--- src/rtl/rmi_pkg.sv ---
// Package: shared state encoding and flag bit positions for the
// real-mode interrupt entry sequencer.
// Assumes a flags word of at least 19 bits.
package rmi_pkg;

    typedef enum logic [2:0] {
        ST_IDLE   = 3'd0,
        ST_RD_IP  = 3'd1,
        ST_RD_CS  = 3'd2,
        ST_PSH_FL = 3'd3,
        ST_PSH_CS = 3'd4,
        ST_PSH_IP = 3'd5,
        ST_FIN    = 3'd6
    } rmi_state_e;

    // Flag bit positions cleared on entry
    localparam int FL_TF = 8;
    localparam int FL_IF = 9;
    localparam int FL_RF = 16;
    localparam int FL_AC = 18;

endpackage

--- src/rtl/rmi_vec_addr.sv ---
// Module: rmi_vec_addr
// Forms the linear address of one half of a vector table entry.
// Assumes each entry is 2**ENT_SHIFT bytes, offset word first, selector word second.
// No segment base is applied; the sum wraps modulo 2**AW.
module rmi_vec_addr #(
    parameter int AW        = 32,
    parameter int VW        = 8,
    parameter int ENT_SHIFT = 2
) (
    input  logic [AW-1:0] tbl_base,
    input  logic [VW-1:0] vec,
    input  logic          hi_half,
    output logic [AW-1:0] addr
);
    localparam int HALF_OFF = (1 << ENT_SHIFT) / 2;

    logic [AW-1:0] ent_off;

    // Scale the vector number into a byte offset
    always_comb ent_off = AW'(vec) << ENT_SHIFT;

    // Add base, entry offset and half select
    always_comb addr = tbl_base + ent_off + (hi_half ? AW'(HALF_OFF) : '0);

endmodule

--- src/rtl/rmi_stack_ptr.sv ---
// Module: rmi_stack_ptr
// Computes the pre-decremented stack pointer and the push address.
// Assumes STEP-byte pushes. With big = 0 only the low WW bits move and address,
// the upper bits are carried through untouched.
module rmi_stack_ptr #(
    parameter int AW   = 32,
    parameter int WW   = 16,
    parameter int STEP = 2
) (
    input  logic [AW-1:0] esp_cur,
    input  logic [AW-1:0] ss_base,
    input  logic          big,
    output logic [AW-1:0] esp_dec,
    output logic [AW-1:0] push_addr
);
    localparam int HI_W = AW - WW;

    logic [WW-1:0] sp_small;
    logic [AW-1:0] eff_ptr;

    // Narrow decrement with wrap inside the low window
    always_comb sp_small = esp_cur[WW-1:0] - WW'(STEP);

    // Select the full or narrow update
    always_comb esp_dec = big ? (esp_cur - AW'(STEP)) : {esp_cur[AW-1:WW], sp_small};

    // Pointer part that takes part in addressing
    always_comb eff_ptr = big ? esp_dec : {{HI_W{1'b0}}, esp_dec[WW-1:0]};

    // Stack address = segment base + effective pointer
    always_comb push_addr = ss_base + eff_ptr;

endmodule

--- src/rtl/rmi_entry_result.sv ---
// Module: rmi_entry_result
// Builds the handler context from the fetched words: zero-extended IP,
// code base from the selector, masked flags, and the limit verdict.
// Assumes AW > FL_AC and AW >= WW + SEG_SHIFT.
module rmi_entry_result #(
    parameter int AW        = 32,
    parameter int WW        = 16,
    parameter int SEG_SHIFT = 4
) (
    input  logic [AW-1:0] flags_old,
    input  logic [WW-1:0] ip_new,
    input  logic [WW-1:0] sel_new,
    input  logic [AW-1:0] cs_limit,
    output logic [AW-1:0] flags_new,
    output logic [AW-1:0] eip_new,
    output logic [AW-1:0] base_new,
    output logic          over_limit
);
    import rmi_pkg::*;

    localparam logic [AW-1:0] CLR_MASK = (AW'(1) << FL_TF) | (AW'(1) << FL_IF) |
                                         (AW'(1) << FL_RF) | (AW'(1) << FL_AC);

    // Clear the entry-masked flag bits
    always_comb flags_new = flags_old & ~CLR_MASK;

    // Zero-extend the fetched offset
    always_comb eip_new = AW'(ip_new);

    // Selector times 16 gives the code base
    always_comb base_new = AW'(sel_new) << SEG_SHIFT;

    // Limit check of the handler entry point
    always_comb over_limit = eip_new > cs_limit;

endmodule

--- src/rtl/rmi_vector_entry.sv ---
// Module: rmi_vector_entry (top)
// Sequences a 16-bit style vectored interrupt entry: two table reads, three
// stack pushes, then a one-cycle done with the handler context.
// Assumes a single outstanding memory access and that the requester keeps
// start low or ignored while busy. Size bits and prefixes are not used.
module rmi_vector_entry #(
    parameter int AW        = 32,
    parameter int WW        = 16,
    parameter int VW        = 8,
    parameter int ENT_SHIFT = 2,
    parameter int SEG_SHIFT = 4
) (
    input  logic          clk,
    input  logic          rst_n,
    input  logic          start,
    input  logic [VW-1:0] vec,
    input  logic [AW-1:0] tbl_base,
    input  logic [AW-1:0] flags_in,
    input  logic [WW-1:0] cs_sel_in,
    input  logic [AW-1:0] eip_in,
    input  logic [AW-1:0] esp_in,
    input  logic [AW-1:0] ss_base,
    input  logic          ss_big,
    input  logic [AW-1:0] cs_limit,
    input  logic          code_big,
    input  logic          opsz_pfx,
    input  logic          adsz_pfx,
    output logic          mem_req,
    output logic          mem_we,
    output logic [AW-1:0] mem_addr,
    output logic [WW-1:0] mem_wdata,
    input  logic [WW-1:0] mem_rdata,
    input  logic          mem_ack,
    output logic          busy,
    output logic          done,
    output logic          lim_fault,
    output logic [WW-1:0] cs_sel_out,
    output logic [AW-1:0] cs_base_out,
    output logic [AW-1:0] eip_out,
    output logic [AW-1:0] flags_out,
    output logic [AW-1:0] esp_out
);
    import rmi_pkg::*;

    localparam int PUSH_STEP = WW / 8;

    rmi_state_e    st;
    logic [VW-1:0] vec_r;
    logic [AW-1:0] tbl_r;
    logic [AW-1:0] fl_r;
    logic [WW-1:0] cs_old_r;
    logic [WW-1:0] ip_old_r;
    logic [AW-1:0] esp_r;
    logic [AW-1:0] ssb_r;
    logic          big_r;
    logic [AW-1:0] lim_r;
    logic [WW-1:0] ip_new_r;
    logic [WW-1:0] sel_new_r;

    logic [AW-1:0] tbl_addr;
    logic [AW-1:0] esp_dec;
    logic [AW-1:0] push_addr;
    logic [AW-1:0] flags_new;
    logic [AW-1:0] eip_new;
    logic [AW-1:0] base_new;
    logic          over_limit;
    logic          in_read;
    logic          in_push;

    // Inputs with no bearing on the sequence, gathered to mark them as unused
    logic unused_size_bits;
    assign unused_size_bits = ^{code_big, opsz_pfx, adsz_pfx, eip_in[AW-1:WW]};

    // Phase decode of the current step
    always_comb begin
        in_read = (st == ST_RD_IP) || (st == ST_RD_CS);
        in_push = (st == ST_PSH_FL) || (st == ST_PSH_CS) || (st == ST_PSH_IP);
    end

    rmi_vec_addr #(.AW(AW), .VW(VW), .ENT_SHIFT(ENT_SHIFT)) u_vec_addr (
        .tbl_base (tbl_r),
        .vec      (vec_r),
        .hi_half  (st == ST_RD_CS),
        .addr     (tbl_addr)
    );

    rmi_stack_ptr #(.AW(AW), .WW(WW), .STEP(PUSH_STEP)) u_stack_ptr (
        .esp_cur   (esp_r),
        .ss_base   (ssb_r),
        .big       (big_r),
        .esp_dec   (esp_dec),
        .push_addr (push_addr)
    );

    rmi_entry_result #(.AW(AW), .WW(WW), .SEG_SHIFT(SEG_SHIFT)) u_result (
        .flags_old  (fl_r),
        .ip_new     (ip_new_r),
        .sel_new    (sel_new_r),
        .cs_limit   (lim_r),
        .flags_new  (flags_new),
        .eip_new    (eip_new),
        .base_new   (base_new),
        .over_limit (over_limit)
    );

    // Memory port drive from the current step
    always_comb begin
        mem_req = in_read || in_push;
        mem_we  = in_push;
        mem_addr = in_push ? push_addr : (in_read ? tbl_addr : '0);
        case (st)
            ST_PSH_FL: mem_wdata = fl_r[WW-1:0];
            ST_PSH_CS: mem_wdata = cs_old_r;
            ST_PSH_IP: mem_wdata = ip_old_r;
            default:   mem_wdata = '0;
        endcase
    end

    // Status outputs
    always_comb begin
        busy = (st != ST_IDLE);
        done = (st == ST_FIN);
    end

    // Step sequencing, context capture and result load
    always_ff @(posedge clk) begin
        if (!rst_n) begin
            st          <= ST_IDLE;
            vec_r       <= '0;
            tbl_r       <= '0;
            fl_r        <= '0;
            cs_old_r    <= '0;
            ip_old_r    <= '0;
            esp_r       <= '0;
            ssb_r       <= '0;
            big_r       <= 1'b0;
            lim_r       <= '0;
            ip_new_r    <= '0;
            sel_new_r   <= '0;
            lim_fault   <= 1'b0;
            cs_sel_out  <= '0;
            cs_base_out <= '0;
            eip_out     <= '0;
            flags_out   <= '0;
            esp_out     <= '0;
        end else begin
            case (st)
                ST_IDLE: begin
                    if (start) begin
                        vec_r    <= vec;
                        tbl_r    <= tbl_base;
                        fl_r     <= flags_in;
                        cs_old_r <= cs_sel_in;
                        ip_old_r <= eip_in[WW-1:0];
                        esp_r    <= esp_in;
                        ssb_r    <= ss_base;
                        big_r    <= ss_big;
                        lim_r    <= cs_limit;
                        st       <= ST_RD_IP;
                    end
                end
                ST_RD_IP: begin
                    if (mem_ack) begin
                        ip_new_r <= mem_rdata;
                        st       <= ST_RD_CS;
                    end
                end
                ST_RD_CS: begin
                    if (mem_ack) begin
                        sel_new_r <= mem_rdata;
                        st        <= ST_PSH_FL;
                    end
                end
                ST_PSH_FL: begin
                    if (mem_ack) begin
                        esp_r <= esp_dec;
                        st    <= ST_PSH_CS;
                    end
                end
                ST_PSH_CS: begin
                    if (mem_ack) begin
                        esp_r <= esp_dec;
                        st    <= ST_PSH_IP;
                    end
                end
                ST_PSH_IP: begin
                    if (mem_ack) begin
                        esp_r       <= esp_dec;
                        esp_out     <= esp_dec;
                        eip_out     <= eip_new;
                        cs_sel_out  <= sel_new_r;
                        cs_base_out <= base_new;
                        flags_out   <= flags_new;
                        lim_fault   <= over_limit;
                        st          <= ST_FIN;
                    end
                end
                default: st <= ST_IDLE;
            endcase
        end
    end

    // a pending access holds still until acknowledged
    p_hold_access_r9: assert property (@(posedge clk) disable iff (!rst_n)
        (mem_req && !mem_ack) |=> (mem_req && $stable(mem_addr) &&
                                   $stable(mem_we) && $stable(mem_wdata)));

    // completion is a single-cycle pulse followed by idle
    p_done_pulse_r10: assert property (@(posedge clk) disable iff (!rst_n)
        done |=> (!done && !busy));

    // upper half of the handler pointer is zero
    p_eip_hi_zero_r3: assert property (@(posedge clk) disable iff (!rst_n)
        done |-> (eip_out[AW-1:WW] == '0));

    // code base tracks the published selector
    p_cs_base_r4: assert property (@(posedge clk) disable iff (!rst_n)
        done |-> (cs_base_out == (AW'(cs_sel_out) << SEG_SHIFT)));

    // masked flag bits are clear on completion
    p_flags_clear_r5: assert property (@(posedge clk) disable iff (!rst_n)
        done |-> (!flags_out[FL_IF] && !flags_out[FL_TF] &&
                  !flags_out[FL_RF] && !flags_out[FL_AC]));

    // with the small stack the upper pointer half never moves on a push
    p_esp_hi_keep_r6: assert property (@(posedge clk) disable iff (!rst_n)
        (mem_we && mem_ack && !big_r) |=> (esp_r[AW-1:WW] == $past(esp_r[AW-1:WW])));

    // fault flag agrees with the published pointer and latched limit
    p_limit_r8: assert property (@(posedge clk) disable iff (!rst_n)
        done |-> (lim_fault == (eip_out > lim_r)));

endmodule

--- config.mk ---
export PLATFORM = sky130hd
export DESIGN_NAME = rmi_vector_entry
export DESIGN_NICKNAME = d
export VERILOG_FILES = /design/src/rtl/rmi_pkg.sv /design/src/rtl/rmi_vec_addr.sv /design/src/rtl/rmi_stack_ptr.sv /design/src/rtl/rmi_entry_result.sv /design/src/rtl/rmi_vector_entry.sv
export SDC_FILE = /design/constraint.sdc
export NUM_CORES = 1
export LEC_CHECK = 0
export ABC_AREA = 1
export BUFFER_PORTS_ARGS = -buffer_cell sky130_fd_sc_hd__buf_2
export CAP_MARGIN = 20
export CORE_ASPECT_RATIO = 0.9
export CORE_UTILIZATION = 50
export CTS_CLUSTER_SIZE = 12
export DETAILED_ROUTE_END_ITERATION = 12
export PLACE_DENSITY = 0.82
export SLEW_MARGIN = 20
export SYNTH_ARGS = -nofsm -noshare
export SYNTH_HDL_FRONTEND = slang
export SYNTH_HIERARCHICAL = 1
export SYNTH_SLANG_ARGS = --single-unit
--- constraint.sdc ---
create_clock -name clk -period 5.5 [get_ports clk]
set_input_delay 0.55 -clock clk [delete_from_list [all_inputs] [get_ports clk]]
set_output_delay 0.55 -clock clk [all_outputs]
set_load 0.02 [all_outputs]
-- After elaboration in Yosys (flattened, before gate mapping)
Cells that the tools add are included.
- mux-type cells: 16
- equal/unequal tests: 13
- reduce and logical (&&, ||, !) cells: 14
- order comparisons: 1
- $add $sub $neg: 5
- operators by type and width (operator ; count):
    32-bit two-way mux ; 6
    32-bit case mux with 2 select lines ; 1
    16-bit case mux with 3 select lines ; 1
    32-bit by 10-bit adder with 32-bit output ; 1
    32-bit by 2-bit adder with 32-bit output ; 1
    32-bit adder ; 1
    16-bit by 32-bit > comparator with 1-bit output ; 1
    32-bit by 2-bit subtractor with 32-bit output (second input constant) ; 1
    3-bit two-way mux ; 6
    3-bit case mux with 6 select lines ; 1
    16-bit by 2-bit subtractor with 16-bit output (second input constant) ; 1
    2-bit inequality test (second input constant) ; 6
    3-bit == test (second input constant) ; 3
    2-bit AND reduction ; 4
    3-bit by 2-bit == test with 1-bit output (second input constant) ; 2
    6-bit AND reduction ; 1
    1-bit logical OR ; 4
    3-bit by 1-bit == test with 1-bit output (second input constant) ; 1
    3-bit zero test ; 1
    3-bit AND reduction ; 1
    3-bit nonzero test ; 1
    3-bit OR reduction ; 1
    2-bit two-way mux ; 1
    2-bit by 1-bit inequality test with 1-bit output (second input constant) ; 1
    2-bit nonzero test ; 1
- bits in registers: 329
- input bits: 240
- word-level logic and storage cells: 66
- output and inout bits: 197

-- Logic depth before layout (Yosys ltp)
Gate-level depths: netlist (run 1).
- depth in word-level cells: 5
- gate-level depth with buffers: 22
- gate-level depth less buffers: 22

-- Hierarchy
Netlist (run 1), hierarchy kept.
- by module, submodules not included (module ; area an instance (µm²) ; sequential area each (µm²) ; instances ; cells an instance):
    rmi_vector_entry ; 14755.4 ; 7627.3 ; 1 ; 1942
    rmi_stack_ptr ; 3005.4 ; 0.0 ; 1 ; 551
    rmi_vec_addr ; 1546.5 ; 0.0 ; 1 ; 322
    rmi_entry_result ; 1209.9 ; 0.0 ; 1 ; 179

-- Worst setup path after synthesis (run 1)
No wires, ideal clock.
- path type: reg-to-output
- from: register esp_r[1]
- to: output port mem_addr[30]
- stages on the path, launching flop included: 18
- path slack: 2.205 ns
- buffers on the path: 0
- data arrival time: 2.745 ns
- cell sequence: dfxtp_1 -> inv_1 -> ha_1 -> nand2_2 -> nor3_2 -> nand2_1 -> o21ai_0 -> a21oi_1 -> ha_1 -> a21oi_1 -> o21ai_0 -> a21oi_1 -> nor2_1 -> nor2_1 -> nand2_1 -> nand2_1 -> nand2_1 -> a22o_1
- word-level cells in the longest chain between the ends: 5
- elaborated cells between the ends (all ways): 6
- ends and longest elaborated chain (what ; RTL line ; text):
    start: declaration ; rmi_vector_entry.sv:53 ; logic [AW-1:0] esp_r;
    start signal: assignment ; rmi_vector_entry.sv:155 ; esp_r <= esp_in;
    start signal: assignment ; rmi_vector_entry.sv:176 ; esp_r <= esp_dec;
    start signal: assignment ; rmi_vector_entry.sv:182 ; esp_r <= esp_dec;
    32-bit by 2-bit subtractor with 32-bit output / 16-bit by 2-bit subtractor with 16-bit output (equally long branches) ; rmi_stack_ptr.sv:25, rmi_stack_ptr.sv:22 ;
    32-bit two-way mux (*) ; rmi_stack_ptr.sv:25 ; always_comb esp_dec = big ? (esp_cur - AW'(STEP)) : {esp_cur[AW-1:WW], sp_small};
    32-bit two-way mux (*) ; rmi_stack_ptr.sv:28 ; always_comb eff_ptr = big ? esp_dec : {{HI_W{1'b0}}, esp_dec[WW-1:0]};
    32-bit adder (*) ; rmi_stack_ptr.sv:31 ; always_comb push_addr = ss_base + eff_ptr;
    net push_addr[30] ; rmi_vector_entry.sv:62 ; logic [AW-1:0] push_addr;
    32-bit two-way mux (*) ; rmi_vector_entry.sv:110 ; mem_addr = in_push ? push_addr : (in_read ? tbl_addr : '0);
    end: declaration ; rmi_vector_entry.sv:30 ; output logic [AW-1:0] mem_addr,
Mark *: on every way through the listed nets, which the timed path passes. The rest lies on a longest branch.

-- Final worst setup path (run 1)
- from: register esp_r[1]
- to: output port mem_addr[30]
- word-level cells in the longest chain between the ends: 5
- elaborated cells between the ends (all ways): 6
- ends and longest elaborated chain (what ; RTL line ; text):
    32-bit by 2-bit subtractor with 32-bit output ; rmi_stack_ptr.sv:25 ;
    32-bit two-way mux ; rmi_stack_ptr.sv:25 ;
    net esp_dec[25] ; rmi_vector_entry.sv:61 ; logic [AW-1:0] esp_dec;
    32-bit two-way mux ; rmi_stack_ptr.sv:28 ;
    32-bit adder ; rmi_stack_ptr.sv:31 ;
    net push_addr[30] ; rmi_vector_entry.sv:62 ;
    32-bit two-way mux ; rmi_vector_entry.sv:110 ;
The timed path passes the listed nets, and every way through them passes these cells.

==> summary.md, run 1 <==
| Metric | Value |
|---|---|
| Total core area | `0.0399 mm^2` |
| I/O pins | `437` |
| CP arrival | `4.07 ns` |
| Port Buffers | `415` |
| Routability cong. | `0.978` |
| Reg power frac | `33.6%` |
| Residual DRC | `0` |
| Area growth syn-to-layout | `14.2%` |
| Fillers | `3856` |
| Largest net degree at the start of global routing | `114` |
| CP Capture Type | `output pin` |
| DP HPWL | `45.0 mm` |
| Avg WL per Cell | `16.1 um` |
| FF-to-FF Start | `st[2]$_SDFFE_PN0P_` |
| R2R setup slack | `2.50 ns` |
| Placed cell areas | `0.0220 mm^2` |
| Initial drt markers | `1582` |
| Switching Share | `43.0%` |
| RSZ-0062 raised after global routing | `no` |
| Drt first pass iters | `8` |
| H-Tree Depth | `2` |
| Total gr overflow | `0` |
| Via count | `slightly below 20k` |
| Final setup violation count | `0` |
| Reg2reg path depth | `9` |
| Mapped Cells | `2986` |
| Final Cycle Share | `84.1%` |
| Required time of the critical path | `just under 5 ns` |
| Worst setup path category | `register to output pin` |
| CTS Buf Count | `a little over 40` |
| Post-layout minimum cycle time | `approximately 4.6 ns` |
| Setup crit start kind | `register` |
| Initial Util | `51.3%` |
| Status | `complete, no violations` |
| Crit-path max FO | `6` |
| Sw power | `approximately 4.6 mW` |
| Share of cells above drive strength 1 | `17.4%` |
| F_max | `about 220 MHz` |
| First-pass GRT wire length | `95.5 mm` |
| Clk_lat worst skew | `between 0.5 and 0.6 ns` |
| Worst slew pin tran | `1.01 ns` |
| Hold Fails Final Rpt | `0` |
| Post-Syn Area | `about 0.020 mm^2` |
| Slew Viols, Final | `0` |
| Worst VDD drop | `0.294 mV` |
| Remaining antenna violation count | `0` |
| FF-to-FF End | `esp_r[14]$_SDFFE_PN0P_` |
| Leak pwr | `11.1 nW` |
| Fin area | `0.0234 mm^2` |
| Internal | `between 6 and 7 mW` |
| TritonCTS Sinks | `379` |
| Yosys warnings | `6` |
| CTS tree | `yes` |
| Die height | `roughly 190 um` |
| CTS clk-pin slew, worst paths | `0.06 ns` |
| Max Buffers Root-to-Sink | `3` |
| Logic pwr share | `roughly two fifths` |
| Post-layout util | `roughly three fifths` |
| Skew final | `0.0393 ns` |
| # rows | `69` |
| Clock power share | `25.4%` |
| Final Power | `around 11 mW` |
| # resized after CTS | `0` |
| Vias in the first global route | `around 18k` |
| Chip Width | `about 220 um` |
| CTS Hold Bufs | `0` |
| Worst hold endpoint | `ip_new_r[13]$_SDFFE_PN0P_` |
| GRT Total Usage | `28.7%` |
| Power Dens Cells | `454 mW/mm^2` |
| Setup bufs post-CTS | `0` |
| Rel. slew slack | `32.8%` |
| Area of the multi-input gates | `0.0101 mm^2` |
| CTS root buf | `clkbuf_16` |
| Initial antenna violation count | `11` |
| Reg area | `0.00759 mm^2` |
| Worst hold path type | `primary input to register` |
| Die area | `around 0.042 mm^2` |
| Hold path startpoint | `mem_rdata[13]` |
| Final setup TNS | `0 ns` |
| Post-Route WL | `roughly 61 mm` |
| Final #Nets | `3539` |
| Hold depth | `3` |
| Max_cap viols | `0` |
| Mean Syn Cell Area | `6.85 um^2` |
| Vias per inst | `5.16` |
==> sequential cells by signal, indices dropped and copies added (netlist names), 16 cells and up <==
| signal | count |
|---|---|
| lim_r | 32 |
| sel_new_r | 16 |
| cs_base_out | 32 |
| cs_old_r | 16 |
| flags_out | 32 |
| ssb_r | 32 |
| esp_r | 32 |
| ip_new_r | 16 |
| cs_sel_out | 16 |
| tbl_r | 32 |
| eip_out | 32 |
| esp_out | 32 |
| ip_old_r | 16 |
| fl_r | 30 |
==> metal layers <==
layer,track usage [%],up-vias,routed length (um)
met4,10.6,0,2230
met5,0,-,0
li1,-,9972,-
met1,38.8,8824,27200
met2,45.7,701,27500
met3,4.91,118,4310
==> through the flow <==
stage / hold slack [ns] / setup slack, ns / instances
finish: 0.214 / 0.875 / 3805
CTS: 0.191 / 0.933 / 3793
detailed placement: 0.433 / 1.57 / 3728
global placement: 0.430 / 1.56 / 3728
floorplan: 0.429 / 2.21 / 3021
global route: 0.214 / 0.542 / 3805
==> worst max-delay path, stage by stage, from the launching register on <==
cell     delay [ns]
dfxtp_1        0.33
inv_1          0.14
ha_1           0.22
nand2_2        0.14
nor3_2         0.26
nand2_1        0.13
inv_1          0.09
nand2_1        0.06
xor2_1         0.29
nand2_1        0.09
inv_1          0.08
ha_1           0.27
a21oi_1        0.27
o21ai_0        0.20
nand2_1        0.10
nand3_1        0.06
nor2_1         0.13
nand2_1        0.07
nand2_1        0.05
nand2_1        0.05
a22o_1         0.27
buf_2          0.17
==> worst max-delay path by stage <==
stage               cells past startpoint                   from  slack, ns            to
detailed placement                     22  esp_r[1]$_SDFFE_PN0P_       1.57  mem_addr[31]
global route                           22  esp_r[1]$_SDFFE_PN0P_       0.54  mem_addr[31]
floorplan                              17  esp_r[1]$_SDFFE_PN0P_       2.21  mem_addr[30]
global placement                       22  esp_r[1]$_SDFFE_PN0P_       1.56  mem_addr[31]
finish                                 21  esp_r[1]$_SDFFE_PN0P_       0.88  mem_addr[30]
CTS                                    22  esp_r[1]$_SDFFE_PN0P_       0.93  mem_addr[31]
==> power by group through the flow <==
stage          sequential [mW]  combinational (mW)  clock, mW
2_1_floorplan             3.52                3.22          0
3_3_place_gp              3.60                4.22          0
3_5_place_dp              3.60                4.26          0
4_1_cts                   3.55                4.29       2.74
5_1_grt                   3.61                4.81       2.84
6_report                  3.56                4.35       2.69
==> final cells by class <==
class / count / share of cell area [%]
Tap cell: 532 / 2.85
Timing Repair Buffer: 429 / 9.52
Clock buffer: 55 / 4.88
Antenna cell: 11 / 0.118
Inverter: 380 / 6.12
Multi-Input combinational cell: 2009 / 43.4
Sequential cell: 379 / 32.5
Clock inverter: 10 / 0.584
==> cell usage in the layout (no fill, tap or decap), types with 20 or more instances in the layout <==
cell type	n
nand2_1	640
xor2_1	46
dfxtp_1	379
nand2_2	20
a21oi_1	364
clkbuf_16	42
ha_1	57
buf_2	413
inv_1	368
a22o_1	32
o21ai_0	219
nor2_1	242
nand3_1	206
conb_1	36
Power figures use the tool's default switching activity.
==> inputs of run 2 (changes only) <==
Settings changed: PLACE_DENSITY 0.82 to 0.85.
Clock period 5.5 ns to 4.1 ns, I/O delays scaled along.
==> run 2 against run 1 <==
  * Largest cell class unchanged
  * Power up 46%
  * Critical endpoint is now mem_addr[29]
  * Critical path type unchanged
  * The flow now finishes with violations (setup timing)
  * Largest power group unchanged
  * Clock skew shrank 0.012 ns
  * Wire length up 5.9%
  * Combinational power increased by 61%
  * Worst setup slack lost 0.99 ns
  * Critical path depth down 2
  * Die area did not move
==> summary.md, run 2 (synthesis results as in run 1) <==
| Metric | Value |
|---|---|
| CP Capture Type | `output pin` |
| Worst slew pin tran | `about 0.8 ns` |
| Slew Viols, Final | `0` |
| Clk_lat worst skew | `0.59 ns` |
| Initial Util | `51.3%` |
| # rows | `69` |
| Reg power frac | `31.4%` |
| Met3 wire len | `5.60 mm` |
| Logic pwr share | `between 40% and 50%` |
| TritonCTS Sinks | `379` |
| Worst setup path category | `register to output pin` |
| Max_cap viols | `0` |
| FF-to-FF End | `esp_r[7]$_SDFFE_PN0P_` |
| Remaining antenna violation count | `0` |
| H-Tree Depth | `2` |
| Share of cells above drive strength 1 | `23.3%` |
| Failing checks | `setup timing` |
| Largest net degree at the start of global routing | `166` |
| Skew final | `between 0.02 and 0.03 ns` |
| Crit-path max FO | `4` |
| First-pass GRT wire length | `97.3 mm` |
| Setup ws final | `-0.119 ns` |
| Reg2reg path depth | `8` |
| CP endpoint | `mem_addr[29]` |
| Power Dens Cells | `627 mW/mm^2` |
| Switching Share | `43.6%` |
| Required time of the critical path | `3.69 ns` |
| Final hold slack | `0.0921 ns` |
| Vias in the first global route | `18.5k` |
| Initial antenna violation count | `7` |
| Highest metal used | `met4` |
| Clock power share | `between 20 and 25%` |
| Total gr overflow | `0` |
| Leak pwr | `between 10 and 15 nW` |
| Internal | `8.71 mW` |
| Port Buffers | `415` |
| Metal-1 WL | `between 20 and 30 mm` |
| Vias per inst | `around 5.4` |
| Post-layout minimum cycle time | `approximately 4.2 ns` |
| Chip Width | `215 um` |
| CTS Buf Count | `40` |
| Most frequent cells in the layout | `609 x nand2_1, 405 x buf_2, 370 x dfxtp_1, 354 x inv_1, 341 x a21oi_1` |
| Routability cong. | `roughly 0.97` |
| Rel. slew slack | `a little under half` |
| CTS tree | `yes` |
| CTS root buf | `clkbuf_16` |
| Setup crit start kind | `register` |
| Initial drt markers | `1975` |
| Die height | `194 um` |
| CTS clk-pin slew, worst paths | `0.06 ns` |
| F_max | `237 MHz` |
| CP arrival | `3.81 ns` |
| Avg WL per Cell | `16.9 um` |
| Final setup TNS | `-0.613 ns` |
| Worst hold path type | `primary input to register` |
| Sw power | `6.74 mW` |
| R2R setup slack | `1.54 ns` |
| Area growth syn-to-layout | `20.6%` |
| GRT Total Usage | `approximately 29%` |
| Post-Route WL | `64.9 mm` |
| Residual DRC | `0` |
| DP HPWL | `between 40 and 50 mm` |
| Die area | `approximately 0.042 mm^2` |
| I/O pins | `437` |
| Most common cell after layout, fill and taps aside | `nand2_1` |
| Met2 routed WL | `29.3 mm` |
| Final Cycle Share | `103%` |
| RSZ-0062 raised after global routing | `yes` |
| Hold Fails Final Rpt | `0` |
| Hold path startpoint | `ss_base[17]` |
| FF-to-FF Start | `st[2]$_SDFFE_PN0P_` |
| Final #Nets | `3585` |
| Status | `complete, but fails checks` |
| CP Launch Point | `esp_r[4]$_SDFFE_PN0P_` |
| Worst VDD drop | `0.355 mV` |
| Max Buffers Root-to-Sink | `3` |
| Final setup violation count | `11` |
| Drt first pass iters | `6` |
| Total core area | `between 0.03 and 0.04 mm^2` |
| Via count | `20.8k` |
==> run 2: cell types whose count changed in the layout (fill, tap and decap cells not counted), moves of 14 or more <==
cell	change
inv_1	-14
buf_4	+46
ha_4	+16
a21oi_2	+22
nor2_4	+17
nand2_2	+23
ha_1	-18
nand2_1	-31
a21oi_1	-23
nor2_1	-30
xor2_1	-15
==> run 2: power by group through the flow <==
stage                     clock, mW  combinational (mW)  sequential (mW)
after global routing           3.81                7.51             4.92
after global placement            0                5.72             4.81
after floorplan                   0                4.31             4.72
final                          3.59                7.00             4.86
after detailed placement          0                5.78             4.82
after CTS                      3.64                6.18             4.77
==> run 2: worst min-delay path by stage <==
stage / slack (ns) / depth (start not counted) / to
5_1_grt: 0.09 / 3 / ssb_r[17]$_SDFFE_PN0P_
6_report: 0.09 / 3 / ssb_r[17]$_SDFFE_PN0P_
3_3_place_gp: 0.43 / 2 / eip_out[31]$_SDFFE_PN0P_
2_1_floorplan: 0.43 / 2 / cs_old_r[15]$_SDFFE_PN0P_
3_5_place_dp: 0.43 / 2 / flags_out[11]$_SDFFE_PN0P_
4_1_cts: 0.07 / 3 / ssb_r[17]$_SDFFE_PN0P_
==> run 2: per-layer routing <==
metal  GRT usage (%)  vias to the layer above
li1                -                    10100
met1            38.2                     9543
met2            45.9                     1024
met3            5.38                      196
met4            13.9                        0
met5               0                        -
==> run 2: repair_timing <==
| item | CTS | global route |
|---|---|---|
| setup endpoints to repair | 17 | 23 |
| gates resized for setup | 81 | 149 |
| buffers inserted | 19 | 17 |
| hold buffers | 0 | 0 |
| pin swaps | 24 | 51 |
| cloned | 0 | 0 |
==> run 2: cell type report <==
cell class	count	area (um^2)
Clock buffer	57	1160
Clock inverter	6	115
Antenna cell	8	20.0
Tap cell	532	666
Multi-Input combinational cell	2009	11000
Timing Repair Buffer	476	2650
Fill cell	3473	15200
Sequential cell	379	7600
Inverter	380	1430
==> run 2: per-stage QoR <==
| step | utilization [%] | worst slack [ns] | instance area, um^2 | power [mW] | std cells |
|---|---|---|---|---|---|
| global placement | 55.5 | 0.416 | 22100 | 10.5 | 3739 |
| global route | 61.8 | -0.251 | 24700 | 16.2 | 3845 |
| detailed placement | 55.5 | 0.393 | 22100 | 10.6 | 3739 |
| CTS | 60.0 | -0.0282 | 23900 | 14.6 | 3821 |
| finish | 61.8 | -0.119 | 24700 | 15.5 | 3847 |
| floorplan | - | 0.945 | 20600 | 9.03 | 3021 |
==> run 2: worst max-delay path, stage by stage (launching register included) <==
cell      delay, ns
dfxtp_1        0.36
inv_2          0.09
nand2_2        0.10
nor2_4         0.23
nand4_1        0.24
buf_4          0.22
xnor2_2        0.15
buf_6          0.15
ha_4           0.30
nand2_4        0.09
nor2_4         0.13
inv_1          0.09
nor2_2         0.12
nor2_2         0.05
o21ai_4        0.10
nand3b_1       0.20
nand3_1        0.13
nand2_1        0.05
a22o_1         0.28
buf_6          0.15
==> inputs of run 3 (changes only) <==
Settings changed: CAP_MARGIN 20 to unset, CORE_UTILIZATION 50 to 35, PLACE_DENSITY 0.85 to 0.65.
==> run 3 against run 2 <==
  * Critical endpoint is now mem_addr[27]
  * The flow now finishes without violations
  * Global-route usage is 7.2 points lower
  * Count of clock-buffer cells in the layout is 2 higher
  * Final cell count is 6.7% higher
  * Cell area is 2.6% higher
  * Critical path depth is 1 higher
  * Worst hold slack worse by 0.014 ns
  * Die area is 42% higher
  * Flip-flop and latch count stayed put
  * Largest cell class unchanged
==> summary.md, run 3 (synthesis results as in run 1) <==
| Metric | Value |
|---|---|
| Status | `complete, no violations` |
| Met3 wire len | `4.15 mm` |
| Die height | `231 um` |
| Port Buffers | `415` |
| Vias in the first global route | `17.9k` |
| Reg power frac | `30.6%` |
| Placed instance count | `3968` |
| Switching Share | `approximately 43%` |
| Max Buffers Root-to-Sink | `3` |
| CTS tree | `yes` |
| Skew final | `0.0169 ns` |
| Post-layout util | `about 44%` |
| Die area | `0.0594 mm^2` |
| Metal-1 WL | `between 30 and 40 mm` |
| Reg area | `between 0.007 and 0.008 mm^2` |
| CP max stage delay | `between 0.3 and 0.4 ns` |
| Cells along the critical path | `inv_4 -> ha_4 -> nand2_8 -> nor3_4 -> nand2_2 -> inv_2 -> nand4_1 -> a21oi_4 -> ha_4 -> nand2_4 -> inv_4 -> a21oi_4 -> inv_2 -> a21oi_2 -> o21a_1 -> nand2_1 -> nand2_1 -> nand2_2 -> a22o_1 -> buf_6` |
| Area of the multi-input gates | `0.0111 mm^2` |
| Power Dens Cells | `about 630 mW/mm^2` |
| Initial antenna violation count | `10` |
| RSZ-0062 raised after global routing | `yes` |
| Most common cell after layout, fill and taps aside | `nand2_1` |
| CTS Buf Count | `44` |
| H-Tree Depth | `2` |
| Slowest-stage cell, CP | `dfxtp_2` |
| CP arrival | `3.64 ns` |
| DP HPWL | `49.0 mm` |
| Total core area | `0.0574 mm^2` |
| Clk_lat worst skew | `0.57 ns` |
| Worst slew pin tran | `1.18 ns` |
| First-pass GRT wire length | `between 100 and 150 mm` |
| Sw power | `6.87 mW` |
| Drt first pass iters | `7` |
| CTS clk-pin slew, worst paths | `0.06 ns` |
| Slew Viols, Final | `0` |
| Via count | `19.9k` |
| Crit-path max FO | `6` |
| Met2 routed WL | `31.5 mm` |
| Final Cycle Share | `between 90% and 100%` |
| Worst setup path category | `register to output pin` |
| I/O pins | `between 400 and 500` |
| Largest net degree at the start of global routing | `about 280` |
| Routability cong. | `0.965` |
| Total gr overflow | `0` |
| Chip Width | `257 um` |
| CP Capture Type | `output pin` |
| Logic pwr share | `44.2%` |
| Fillers | `5882` |
| Required time of the critical path | `around 3.7 ns` |
| Post-Route WL | `68.6 mm` |
| Area growth syn-to-layout | `23.8%` |
| Worst VDD drop | `0.454 mV` |
| Vias per inst | `4.85` |
| CTS root buf | `clkbuf_16` |
| Final #Nets | `3599` |
| Final hold slack | `approximately 0.08 ns` |
| Non-Filler Instances | `between 4k and 5k` |
| F_max | `about 250 MHz` |
| Post-layout minimum cycle time | `4.05 ns` |
| Most frequent cells in the layout | `601 x nand2_1, 405 x buf_2, 368 x dfxtp_1, 354 x inv_1, 338 x a21oi_1` |
| Rel. slew slack | `21.0%` |
| GRT Total Usage | `21.9%` |
| Worst hold path type | `primary input to register` |
| Leak pwr | `approximately 12 nW` |
| Highest metal used | `met4` |
| Remaining antenna violation count | `0` |
| Clock power share | `25.1%` |
| Residual DRC | `0` |
| Initial Util | `35.6%` |
| TritonCTS Sinks | `379` |
| Hold Fails Final Rpt | `0` |
| Initial drt markers | `1533` |
| # rows | `83` |
| Internal | `roughly 9.1 mW` |
| Share of cells above drive strength 1 | `24.5%` |
| Max_cap viols | `0` |
| Avg WL per Cell | `~17 um` |
| Final setup violation count | `0` |
| Setup crit start kind | `register` |
-- run 3: cell types whose count changed in the layout (fill, tap and decap cells not counted), moves of 3 or more --
cell / previous run / this run
a21oi_1: 341 / 338
a21oi_4: 1 / 5
clkinv_2: 0 / 5
nand2_1: 609 / 601
clkbuf_16: 41 / 45
nor2_2: 26 / 30
nor2_1: 212 / 208
nand2_2: 43 / 51
buf_4: 58 / 71
clkinv_4: 0 / 3
o21ai_2: 1 / 5
-- run 3: path summary, 6_finish.rpt --
path,startpoint,endpoint,slack (ns),depth (start not counted)
max reg2reg,st[2]$_SDFFE_PN0P_,esp_r[8]$_SDFFE_PN0P_,1.56,9
min reg2reg,flags_out[21]$_SDFFE_PN0P_,flags_out[21]$_SDFFE_PN0P_,0.44,2
min,mem_rdata[14],ip_new_r[14]$_SDFFE_PN0P_,0.08,3
max,esp_r[2]$_SDFFE_PN0P_,mem_addr[27],0.05,20
-- run 3: what timing repair did --
item,4_1_cts,5_1_grt
resized for setup,87,179
hold buffers,0,0
pin swaps,27,59
endpoints found under the setup margin,23,24
buffers inserted,28,23
-- run 3: layer usage --
layer	vias to the layer above	track usage, %
li1	10100	-
met1	9078	29.3
met2	596	35.6
met3	114	3.61
met4	0	7.59
met5	-	0
-- run 3: per-stage QoR --
stage	worst slack, ns	power, mW	setup TNS (ns)	instance area, um^2
after detailed placement	0.269	10.7	0	22400
after CTS	0.00980	15.3	0	24400
after global placement	0.322	10.7	0	22400
after floorplan	0.945	9.03	0	20600
final	0.0458	15.9	0	25300
after global routing	-0.142	16.9	-0.926	25300
-- run 3: power by group through the flow --
| stage | sequential [mW] | combinational, mW | clock (mW) |
|---|---|---|---|
| final | 4.87 | 7.05 | 4.00 |
| after global routing | 4.95 | 7.68 | 4.26 |
| after CTS | 4.80 | 6.39 | 4.11 |
| after detailed placement | 4.84 | 5.91 | 0 |
| after global placement | 4.83 | 5.89 | 0 |
| after floorplan | 4.72 | 4.31 | 0 |
-- run 3: cell type report --
cell class	instances	area share [%]
multi-input combinational	2009	44.0
sequential	379	30.1
timing repair buffer	486	10.7
inverter	380	5.66
clock buffer	59	4.93
tap	765	3.78
clock inverter	17	0.865
antenna	8	0.0791
-- run 3: critical path, delay by kind of cell, from the launching register on --
| kind | cells | cell delay, ns |
|---|---|---|
| adders and majority gates | 2 | 0.43 |
| buffers and inverters | 5 | 0.38 |
| and+or+nand+nor | 8 | 0.94 |
| AOI/OAI and AO/OA | 5 | 0.98 |
| DFF | 1 | 0.33 |
